<file path="src/rtl/dcnt_pkg.sv">
// Package: shared types and field positions for the down-count timer channel.
// Assumes word-aligned offsets; byte address bits [3:2] pick the register.
package dcnt_pkg;
    typedef enum logic [1:0] {
        SEL_RELOAD = 2'd0,
        SEL_COUNT  = 2'd1,
        SEL_CTRL   = 2'd2,
        SEL_CAPT   = 2'd3
    } dcnt_sel_e;

    localparam int CTL_CODE_W   = 3;   // prescale code field width, bits [2:0]
    localparam int CTL_IE_BIT   = 5;   // interrupt enable
    localparam int CTL_FLAG_BIT = 8;   // underflow flag (read), clear-on-zero (write)
    localparam int CTL_KEEP_W   = 8;   // stored control bits [7:0]
endpackage

</file>
<file path="src/rtl/dcnt_prescaler.sv">
// Module: dcnt_prescaler
// Makes a one-cycle tick every 4^(code+1) clocks while running. Codes at or
// above MAX_EXP never tick. The phase counter is held at zero while stopped,
// so each start begins a full period. Assumes code is steady while running.
module dcnt_prescaler #(
    parameter int CODE_W  = 3,
    parameter int MAX_EXP = 5
) (
    input  logic              clk,
    input  logic              rst_n,
    input  logic              run,
    input  logic [CODE_W-1:0] code,
    output logic              tick
);
    localparam int PS_W = 2 * MAX_EXP;

    logic [PS_W-1:0] phase_q;
    logic [PS_W-1:0] mask;
    logic            code_ok;

    // Purpose: select the low-bit mask that marks the end of a period.
    always_comb begin
        mask    = '0;
        code_ok = 1'b0;
        for (int i = 0; i < MAX_EXP; i++) begin
            if (code == CODE_W'(i)) begin
                mask    = PS_W'((1 << (2 * (i + 1))) - 1);
                code_ok = 1'b1;
            end
        end
    end

    assign tick = run && code_ok && ((phase_q & mask) == mask);

    // Purpose: advance the phase while running, clear it while stopped.
    always_ff @(posedge clk) begin
        if (!rst_n)   phase_q <= '0;
        else if (!run) phase_q <= '0;
        else          phase_q <= phase_q + 1'b1;
    end

    // a stop rewinds the phase
    a_r7_phase_clear: assert property (@(posedge clk) disable iff (!rst_n)
        !run |=> (phase_q == '0));
    // reserved codes never tick
    a_r3_no_tick: assert property (@(posedge clk) disable iff (!rst_n)
        (code >= CODE_W'(MAX_EXP)) |-> !tick);
endmodule

</file>
<file path="src/rtl/dcnt_core.sv">
// Module: dcnt_core
// Down counter with reload. A direct load wins over a tick. A tick at zero
// takes the reload value and pulses underflow in the same cycle.
module dcnt_core #(
    parameter int DATA_W = 32
) (
    input  logic              clk,
    input  logic              rst_n,
    input  logic              tick,
    input  logic              load_cnt,
    input  logic [DATA_W-1:0] load_val,
    input  logic [DATA_W-1:0] reload_val,
    output logic [DATA_W-1:0] count,
    output logic              underflow
);
    assign underflow = tick && (count == '0);

    // Purpose: load, reload on underflow, or decrement on tick.
    always_ff @(posedge clk) begin
        if (!rst_n)        count <= '1;
        else if (load_cnt) count <= load_val;
        else if (tick)     count <= (count == '0) ? reload_val : count - 1'b1;
    end

    // no tick and no load leaves the count alone
    a_r7_hold: assert property (@(posedge clk) disable iff (!rst_n)
        (!tick && !load_cnt) |=> $stable(count));
    // a tick at zero takes the reload value
    a_r4_reload: assert property (@(posedge clk) disable iff (!rst_n)
        (tick && count == '0 && !load_cnt) |=> (count == $past(reload_val)));
    // a direct load wins
    a_r9_load: assert property (@(posedge clk) disable iff (!rst_n)
        load_cnt |=> (count == $past(load_val)));
endmodule

</file>
<file path="src/rtl/dcnt_channel.sv">
// Module: dcnt_channel (top)
// One reloading down-count timer channel with a word register port.
// Holds the register file, underflow flag and interrupt, and uses the
// prescaler and counter core. Assumes single-cycle write strobes.
module dcnt_channel
    import dcnt_pkg::*;
#(
    parameter int DATA_W      = 32,
    parameter int MAX_EXP     = 5,
    parameter bit HAS_CAPTURE = 1'b1
) (
    input  logic              clk,
    input  logic              rst_n,
    input  logic              run_en,
    input  logic              bus_wr,
    input  logic [3:0]        bus_addr,
    input  logic [DATA_W-1:0] bus_wdata,
    output logic [DATA_W-1:0] bus_rdata,
    output logic              irq
);
    dcnt_sel_e             sel;
    logic [DATA_W-1:0]     reload_q;
    logic [CTL_KEEP_W-1:0] ctrl_q;
    logic                  flag_q;
    logic [DATA_W-1:0]     capt_q;
    logic [DATA_W-1:0]     count;
    logic                  tick;
    logic                  underflow;
    logic                  wr_reload, wr_count, wr_ctrl;

    assign sel       = dcnt_sel_e'(bus_addr[3:2]);
    assign wr_reload = bus_wr && (sel == SEL_RELOAD);
    assign wr_count  = bus_wr && (sel == SEL_COUNT);
    assign wr_ctrl   = bus_wr && (sel == SEL_CTRL);

    // Purpose: store the reload value and the kept control bits.
    always_ff @(posedge clk) begin
        if (!rst_n) begin
            reload_q <= '1;
            ctrl_q   <= '0;
        end else begin
            if (wr_reload) reload_q <= bus_wdata;
            if (wr_ctrl)   ctrl_q   <= bus_wdata[CTL_KEEP_W-1:0];
        end
    end

    // Purpose: underflow flag, set by hardware, cleared by writing zero.
    always_ff @(posedge clk) begin
        if (!rst_n)         flag_q <= 1'b0;
        else if (underflow) flag_q <= 1'b1;
        else if (wr_ctrl && !bus_wdata[CTL_FLAG_BIT]) flag_q <= 1'b0;
    end

    // Purpose: registered interrupt request.
    always_ff @(posedge clk) begin
        if (!rst_n) irq <= 1'b0;
        else        irq <= flag_q && ctrl_q[CTL_IE_BIT];
    end

    generate
        if (HAS_CAPTURE) begin : g_capt
            // Purpose: plain storage for the capture word.
            always_ff @(posedge clk) begin
                if (!rst_n)                          capt_q <= '0;
                else if (bus_wr && sel == SEL_CAPT)  capt_q <= bus_wdata;
            end
        end else begin : g_no_capt
            assign capt_q = '0;
        end
    endgenerate

    // Purpose: read multiplexer.
    always_comb begin
        bus_rdata = '0;
        case (sel)
            SEL_RELOAD: bus_rdata = reload_q;
            SEL_COUNT:  bus_rdata = count;
            SEL_CTRL: begin
                bus_rdata[CTL_KEEP_W-1:0] = ctrl_q;
                bus_rdata[CTL_FLAG_BIT]   = flag_q;
            end
            default:    bus_rdata = capt_q;
        endcase
    end

    dcnt_prescaler #(.CODE_W(CTL_CODE_W), .MAX_EXP(MAX_EXP)) u_psc (
        .clk   (clk),
        .rst_n (rst_n),
        .run   (run_en),
        .code  (ctrl_q[CTL_CODE_W-1:0]),
        .tick  (tick)
    );

    dcnt_core #(.DATA_W(DATA_W)) u_core (
        .clk        (clk),
        .rst_n      (rst_n),
        .tick       (tick),
        .load_cnt   (wr_count),
        .load_val   (bus_wdata),
        .reload_val (reload_q),
        .count      (count),
        .underflow  (underflow)
    );

    // an underflow always leaves the flag set
    a_r4_flag_set: assert property (@(posedge clk) disable iff (!rst_n)
        underflow |=> flag_q);
    // software can never raise the flag
    a_r5_no_sw_set: assert property (@(posedge clk) disable iff (!rst_n)
        (!underflow && !flag_q) |=> !flag_q);
    // a rising interrupt follows an enabled flag
    a_r8_irq_rise: assert property (@(posedge clk) disable iff (!rst_n)
        $rose(irq) |-> $past(flag_q && ctrl_q[CTL_IE_BIT]));
    // the interrupt drops one cycle after the flag clears
    a_r8_irq_fall: assert property (@(posedge clk) disable iff (!rst_n)
        !flag_q |=> !irq);
endmodule

</file>
<file path="config.mk">
export PLATFORM = sky130hd
export DESIGN_NAME = dcnt_channel
export DESIGN_NICKNAME = d
export VERILOG_FILES = /design/src/rtl/dcnt_pkg.sv /design/src/rtl/dcnt_prescaler.sv /design/src/rtl/dcnt_core.sv /design/src/rtl/dcnt_channel.sv
export SDC_FILE = /design/constraint.sdc
export NUM_CORES = 1
export LEC_CHECK = 0
export BUFFER_PORTS_ARGS = -buffer_cell sky130_fd_sc_hd__buf_2
export CAP_MARGIN = 25
export CORE_MARGIN = 2
export CORE_UTILIZATION = 50
export DETAILED_ROUTE_END_ITERATION = 7
export HOLD_SLACK_MARGIN = 0.06
export PLACE_DENSITY_LB_ADDON = 0.12
export SLEW_MARGIN = 20
export SYNTH_ARGS = -nofsm -noshare
export SYNTH_HDL_FRONTEND = slang
export SYNTH_SLANG_ARGS = --single-unit
</file>
<file path="constraint.sdc">
create_clock -name clk -period 2.3 [get_ports clk]
set_input_delay 0.23 -clock clk [delete_from_list [all_inputs] [get_ports clk]]
set_output_delay 0.23 -clock clk [all_outputs]
set_load 0.05 [all_outputs]
</file>
==> summary.md, run 1 <==
| Metric | Value |
|---|---|
| Outcome | finished, violations left |
| Failing checks | negative setup slack |
| Yosys Warn Count | 0 |
| Root Driver | clkbuf_16 |
| Worst VDD drop | 0.523 mV |
| Total I/O pin count | 73 |
| Period utilisation layout | 104% |
| Seq cells post-synth | 116 |
| Die area | 13,100 um^2 |
| Initial Util | 51.1% |
| Setup Skew | 9.71 ps |
| Max-slew violation count | 0 |
| Critical path class | reg -> reg |
| Fin nets | 944 |
| Sw frac | 25.5% |
| Die Ht | 115 um |
| Fmax achieved | 420 MHz |
| Antenna violations before repair | 0 |
| Seq pwr share | 36.7% |
| Cell mode on critical path | or4_4 |
| Fillers | 1,040 |
| Core area | 12,000 um^2 |
| Routed WL per cell | 16.9 um |
| Overflow after GRT | 0 |
| Final Hold Viols | 0 |
| DRC | 0 |
| CP peak stage delay | 550 ps |
| Vias in the first global route | 5,996 |
| Startpoint types | flip-flop |
| Mean cell area of the mapped netlist | 7.75 um^2 |
| Final antenna-violating net count | 0 |
| Min cycle time layout | 2380 ps |
| EDFF count, synth | 0 |
| Post-synthesis sequential area ratio | 38.0% |
| 1st-pass router iterations | 5 |
| Setup violators final | 24 |
| Int Power | 4.39 mW |
| Max_slew headroom | 43.9% |
| DRT iter0 DRCs | 408 |
| Clock buffer depth | 2 |
| Detailed Place HPWL | 11.7 mm |
| Largest net degree at the start of global routing | 108 |
| WHS | 69.9 ps |
| Total track usage | 28.5% |
| First-pass GRT wire length | 29.4 mm |
| Crit path required time | 2580 ps |
| Slew at the pin with the worst max-slew slack | 842 ps |
| Final worst-path setup slack | -83.3 ps |
| Most common flop cell mapped by yosys | dfxtp_1 |
| Gpl congestion | 0.871 |
| Psw | 1.50 mW |
| RSZ-0062 raised after global routing | yes |
| Finished Layout Cells | 1,061 |
| Via count | 6,156 |
| Cell Count Post-Placement | 1,007 |
| H-tree depth | 4 |
| Netlist cell types | 46 |
| PortBufs | 70 |
| Layout cells sized above 1 | 21.2% |
| Comb power frac | 12.7% |
| Post-synth ARST share | 0% |
| CP endpoint kind | flip-flop |
| Final core utilization | 65.5% |
| Mapped Area | 6120 um^2 |
| ANT cells | 0 |
| Die W | 115 um |
| Clock power frac | 50.7% |
| Clock transition at the registers of the reported paths | 60 ps |
| Synth-to-layout area growth | 28.2% |
| CP Data Arrival Time | 2660 ps |
| DR vias/cell | 5.80 |
| Site row count | 40 |
| Setup_tns | -658 ps |
| Leakage | 3.18 nW |
| Final Total Pwr | 5.89 mW |
| Hold Crit Class | in -> reg |
| Syn nets | 832 |
| Mapped Cells | 789 |
| Routed wire length | 18.0 mm |
| Critical-path top delay cell | or4_4 |
| Critical path peak fanout | 31 |
| Later-pin clock latency in the skew report | 430 ps |
| Pwr dens | 751 nW/um^2 |
| TritonCTS clock tree | done |
| Max-Cap Viols | 0 |
| Num CTS Buffers | 17 |
| Sink Count | 116 |
| Critical path cell sequence | or4_4 > or4_4 > or3_4 > buf_12 > o211ai_1 > nand4_1 |
## layer usage
metal,vias up,part of all wire (%),GRT usage (%)
met2,216,50,48.7
met4,0,2.1,10.9
met3,28,6.0,6.83
met5,-,0,0
met1,2942,42,34.7
li1,2970,-,-
## power by group through the flow
stage                     Sequential [mW]  Clock [mW]  Combinational (mW)
after floorplan                      2.19           0               0.484
after global placement               2.19           0               0.698
after detailed placement             2.20           0               0.713
after CTS                            2.16        3.03               0.742
after global routing                 2.17        3.12               0.803
final                                2.16        2.99               0.746
## final cells by class
cell class / count / area [um^2] / share of cell area (%)
multi-input combinational: 606 / 3560 / 45.4
sequential: 116 / 2320 / 29.6
timing repair buffer: 156 / 1090 / 13.9
clock buffer: 18 / 429 / 5.47
clock inverter: 14 / 234 / 2.98
tap: 147 / 184 / 2.35
inverter: 4 / 15.0 / 0.192
## kinds of logic after synthesis
| group | share of synthesized area [%] |
|---|---|
| muxes | 8.39 |
| xor gates and xnor gates | 4.15 |
| buffers and inverters | 4.66 |
| AOI/OAI and AO/OA | 14.2 |
| and+or+nand+nor | 30.0 |
| DFF | 38.0 |
| adders and majority gates | 0.614 |
## Yosys cell counts (all sizes together), types with 2 or more instances
library cell  number  share of area (%)
o21ai             41                3.4
mux4               9                3.3
inv                4               0.25
nor3b              6               0.74
ha                 3               0.61
o2111ai            7                1.0
a211o             11                1.6
nand4             23                2.4
xnor2             17                2.4
o31a               4               0.57
and2               2               0.20
nor2              53                3.3
or4                4               0.61
mux2i             31                5.1
nor4               9                1.0
o311ai             2               0.29
buf                9                1.1
o211ai             8               0.98
dfxtp            116                 38
a21oi             19                1.6
nand3b             3               0.37
nand3             63                5.2
nor3              12                1.1
clkbuf            54                3.3
a21boi            33                4.1
nand2            201                 12
and3               4               0.41
or3                8               0.82
a31oi              2               0.20
xor2              12                1.7
nor4b              2               0.29
nor2b              8               0.82
nand4b             2               0.29
## flip-flops by register name, indices dropped and copies added (netlist names)
| name | count |
|---|---|
| u_psc.phase_q | 10 |
| flag_q | 1 |
| u_core.count | 32 |
| ctrl_q | 8 |
| reload_q | 32 |
| capt_q | 32 |
| irq | 1 |
## what timing repair did
action,CTS,global route
resized for setup,6,14
hold endpoints to repair,28,0
endpoints found under the setup margin,25,30
pin swaps,1,1
cloned,0,0
hold buffers,21,0
setup buffers,1,0
## per-stage QoR
step                setup slack (ps)  instance area, um^2
finish                         -83.3                 7840
global route                    -132                 7840
CTS                            -54.2                 7800
detailed placement             -82.9                 6900
global placement               -29.0                 6900
floorplan                      -94.2                 6120
## worst max-delay path: cells and delay by family (launching register included)
family                 cells  cell delay [ps]
AOI/OAI and AO/OA          1              210
buffers and inverters      1              180
and+or+nand+nor            4             1520
DFF                        1              320
## cell usage in the layout (no fill, tap or decap), drive strengths merged, types with 6 or more instances in the layout
cell type,n
nand2,201
buf,135
dfxtp,116
nand3,63
nor2,53
o21ai,41
a21boi,33
mux2i,31
nand4,23
dlygate4sd3,21
a21oi,19
clkbuf,18
xnor2,17
xor2,12
nor3,12
a211o,11
mux4,9
nor4,9
o211ai,8
nor2b,8
or3,8
o2111ai,7
bufinv,6
nor3b,6
## worst paths after layout
kind | startpoint | end | slack, ps | depth (start not counted)
max | u_core.count[27]$_SDFFE_PN1P_ | u_core.count[7]$_SDFFE_PN1P_ | -80 | 6
min | bus_wdata[19] | reload_q[19]$_SDFFE_PN1P_ | 70 | 3
min reg2reg | capt_q[16]$_SDFFE_PN0P_ | capt_q[16]$_SDFFE_PN0P_ | 460 | 2
max reg2reg | u_core.count[27]$_SDFFE_PN1P_ | u_core.count[7]$_SDFFE_PN1P_ | -80 | 6
No activity file was read; power rests on OpenSTA's default activity.
==> run 2, diff against run 1 <==
CORE_UTILIZATION = 53   (was 50)
GPL_TIMING_DRIVEN = 0   (was default)
==> summary.md, run 2 (synthesis gave the netlist of run 1 again) <==
| Metric | Value |
|---|---|
| H-tree depth | 4 (unchanged) |
| Failing checks | negative setup slack |
| Max-slew violation count | 0 (unchanged) |
| Final Total Pwr | 5.23 mW (-11%) |
| Critical path peak fanout | 4 (-87%) |
| Final Hold Viols | 0 (unchanged) |
| Fmax achieved | 406 MHz (-3.2%) |
| Total track usage | 34.2% (+5.6 points) |
| DRC | 0 (unchanged) |
| Largest net degree at the start of global routing | 17 (-84%) |
| Die W | 111 um (-2.8%) |
| Later-pin clock latency in the skew report | 430 ps (about the same) |
| Site row count | 39 (-2.5%) |
| Largest regs | capt_q x32, reload_q x32, u_core.count x32 |
| Antenna violations before repair | 0 (unchanged) |
| Leakage | 3.16 nW (-0.91%) |
| Routed wire length | 21.5 mm (+20%) |
| Total I/O pin count | 73 (unchanged) |
| RSZ-0062 raised after global routing | yes |
| Outcome | finished, violations left |
| Routed WL per cell | 20.2 um (+19%) |
| Final worst-path setup slack | -163 ps (-79.7 ps) |
| Post-DP Area | 6650 um^2 (-3.6%) |
| Startpoint types | flip-flop |
| First-pass GRT wire length | 33.2 mm (+13%) |
| Worst VDD drop | 1.04 mV (+98%) |
| Via count | 6,627 (+7.7%) |
| Min cycle time layout | 2460 ps (+79.7 ps) |
| Max_slew headroom | 43.0% (-0.90 points) |
| Max-Cap Viols | 0 (unchanged) |
| TritonCTS clock tree | done |
| Fin area | 7880 um^2 (+0.49%) |
| Area of the multi-input gates | 3770 um^2 (+5.8%) |
| Pwr dens | 663 nW/um^2 (-12%) |
| Setup violators final | 31 (+29%) |
| Die area | 12,400 um^2 (-5.5%) |
| Crit path required time | 2550 ps (-30 ps) |
| Vias in the first global route | 6,332 (+5.6%) |
| Root Driver | clkbuf_16 |
| Synth-to-layout area growth | 28.8% |
| Detailed Place HPWL | 14.0 mm (+20%) |
| Commonest non-fill, non-tap cells in the layout | 198 x nand2_1, 113 x dfxtp_1, 72 x buf_2 |
| Sink Count | 116 (unchanged) |
| Clock buffer depth | 2 (unchanged) |
| Overflow after GRT | 0 (unchanged) |
| Final antenna-violating net count | 0 (unchanged) |
| Layout cells sized above 1 | 21.7% (+0.47 points) |
| 1st-pass router iterations | 5 (unchanged) |
| Slew at the pin with the worst max-slew slack | 855 ps (+13.5 ps) |
| Core area | 11,300 um^2 (-5.4%) |
| Fillers | 938 (-9.8%) |
| CP Data Arrival Time | 2720 ps (+60 ps) |
| Gpl congestion | 0.952 (+9.4%) |
| Critical path class | reg -> reg |
| Seq. cell area | 2330 um^2 (+0.22%) |
| Setup Skew | 6.78 ps (-2.93 ps) |
| DRT iter0 DRCs | 788 (+93%) |
| PortBufs | 69 (-1.4%) |
| Initial Util | 54.0% (+2.9 points) |
| Die Ht | 111 um (-2.8%) |
| DR vias/cell | 6.22 (+7.2%) |
| ANT cells | 0 (unchanged) |
| Num CTS Buffers | 17 (unchanged) |
| Clock transition at the registers of the reported paths | 50 ps (about the same) |
| Leading cell type in the layout, fill and taps excluded | nand2_1 |
| Hold Crit Class | in -> reg |
| CP endpoint kind | flip-flop |
| Fin nets | 959 (+1.6%) |
| Period utilisation layout | 107% (+3.5 points) |
==> run 2: cell types whose count changed in the layout (fill, tap and decap cells not counted), moves of 5 or more <==
| cell | before | now |
|---|---|---|
| dlygate4sd3_1 | 21 | 11 |
| bufinv_16 | 6 | 0 |
| clkbuf_1 | 1 | 48 |
| o21ai_2 | 0 | 7 |
| o21ai_0 | 15 | 7 |
| clkbuf_2 | 0 | 6 |
| nor2_1 | 48 | 40 |
| nor2_2 | 5 | 10 |
| buf_4 | 60 | 22 |
==> run 2: final timing paths <==
path | depth (start not counted) | slack [ps] | start | to
worst max-delay path | 8 | -160 | u_core.count[25]$_SDFFE_PN1P_ | u_core.count[28]$_SDFFE_PN1P_
worst max register to register | 8 | -160 | u_core.count[25]$_SDFFE_PN1P_ | u_core.count[28]$_SDFFE_PN1P_
worst min register to register | 2 | 460 | capt_q[29]$_SDFFE_PN0P_ | capt_q[29]$_SDFFE_PN0P_
worst min-delay path | 3 | 60 | bus_wdata[15] | u_core.count[15]$_SDFFE_PN1P_
==> run 2: layout make-up <==
| type | instances | share of cell area, % |
|---|---|---|
| Inverter | 4 | 0.191 |
| Multi-Input combinational cell | 606 | 47.8 |
| Tap cell | 143 | 2.27 |
| Timing Repair Buffer | 112 | 9.96 |
| Sequential cell | 116 | 29.6 |
| Clock buffer | 25 | 6.29 |
| Buffer | 59 | 3.91 |
==> run 2: power by group <==
part / leakage (nW) / switching, mW / internal [mW]
logic: 1.97 / 0.494 / 0.241
registers: 0.947 / 0.0914 / 2.10
clock network: 0.243 / 0.860 / 1.44
==> run 2: layer usage <==
metal,share of wire (%),global-route usage [%],wire [um]
met5,0,0,0
met4,4.8,18.4,1020
met3,10,8.66,2170
met2,47,54.4,10000
met1,38,42.7,8270
==> run 2: through the flow <==
step | worst slack [ps] | instances | hold WS [ps] | TNS [ps] | utilization, %
final | -163 | 1065 | 62.2 | -3440 | 69.6
after global routing | -207 | 1065 | 65.8 | -4800 | 69.6
after CTS | -214 | 1055 | 61.9 | -4100 | 68.0
after detailed placement | -720 | 1001 | 459 | -20660 | 58.8
after global placement | -657 | 1001 | 448 | -19130 | 58.7
after floorplan | -94.2 | 789 | 348 | -751 | -
==> run 2: what timing repair did <==
item / in CTS / in global routing
gates cloned: 1 / 1
gates resized for setup: 81 / 23
hold buffers: 11 / 0
pin swaps: 21 / 14
setup buffers: 17 / 13
setup endpoints to repair: 60 / 40
endpoints found under the hold margin: 12 / 0
==> run 2: worst max-delay path, cell delays in order, from the launching register on <==
cell and delay [ps]:
dfxtp_4 330, or4_4 510, or4_4 450, or3_4 400, buf_12 150, buf_4 150
nor2_2 80, a211o_1 110, o2111ai_2 100
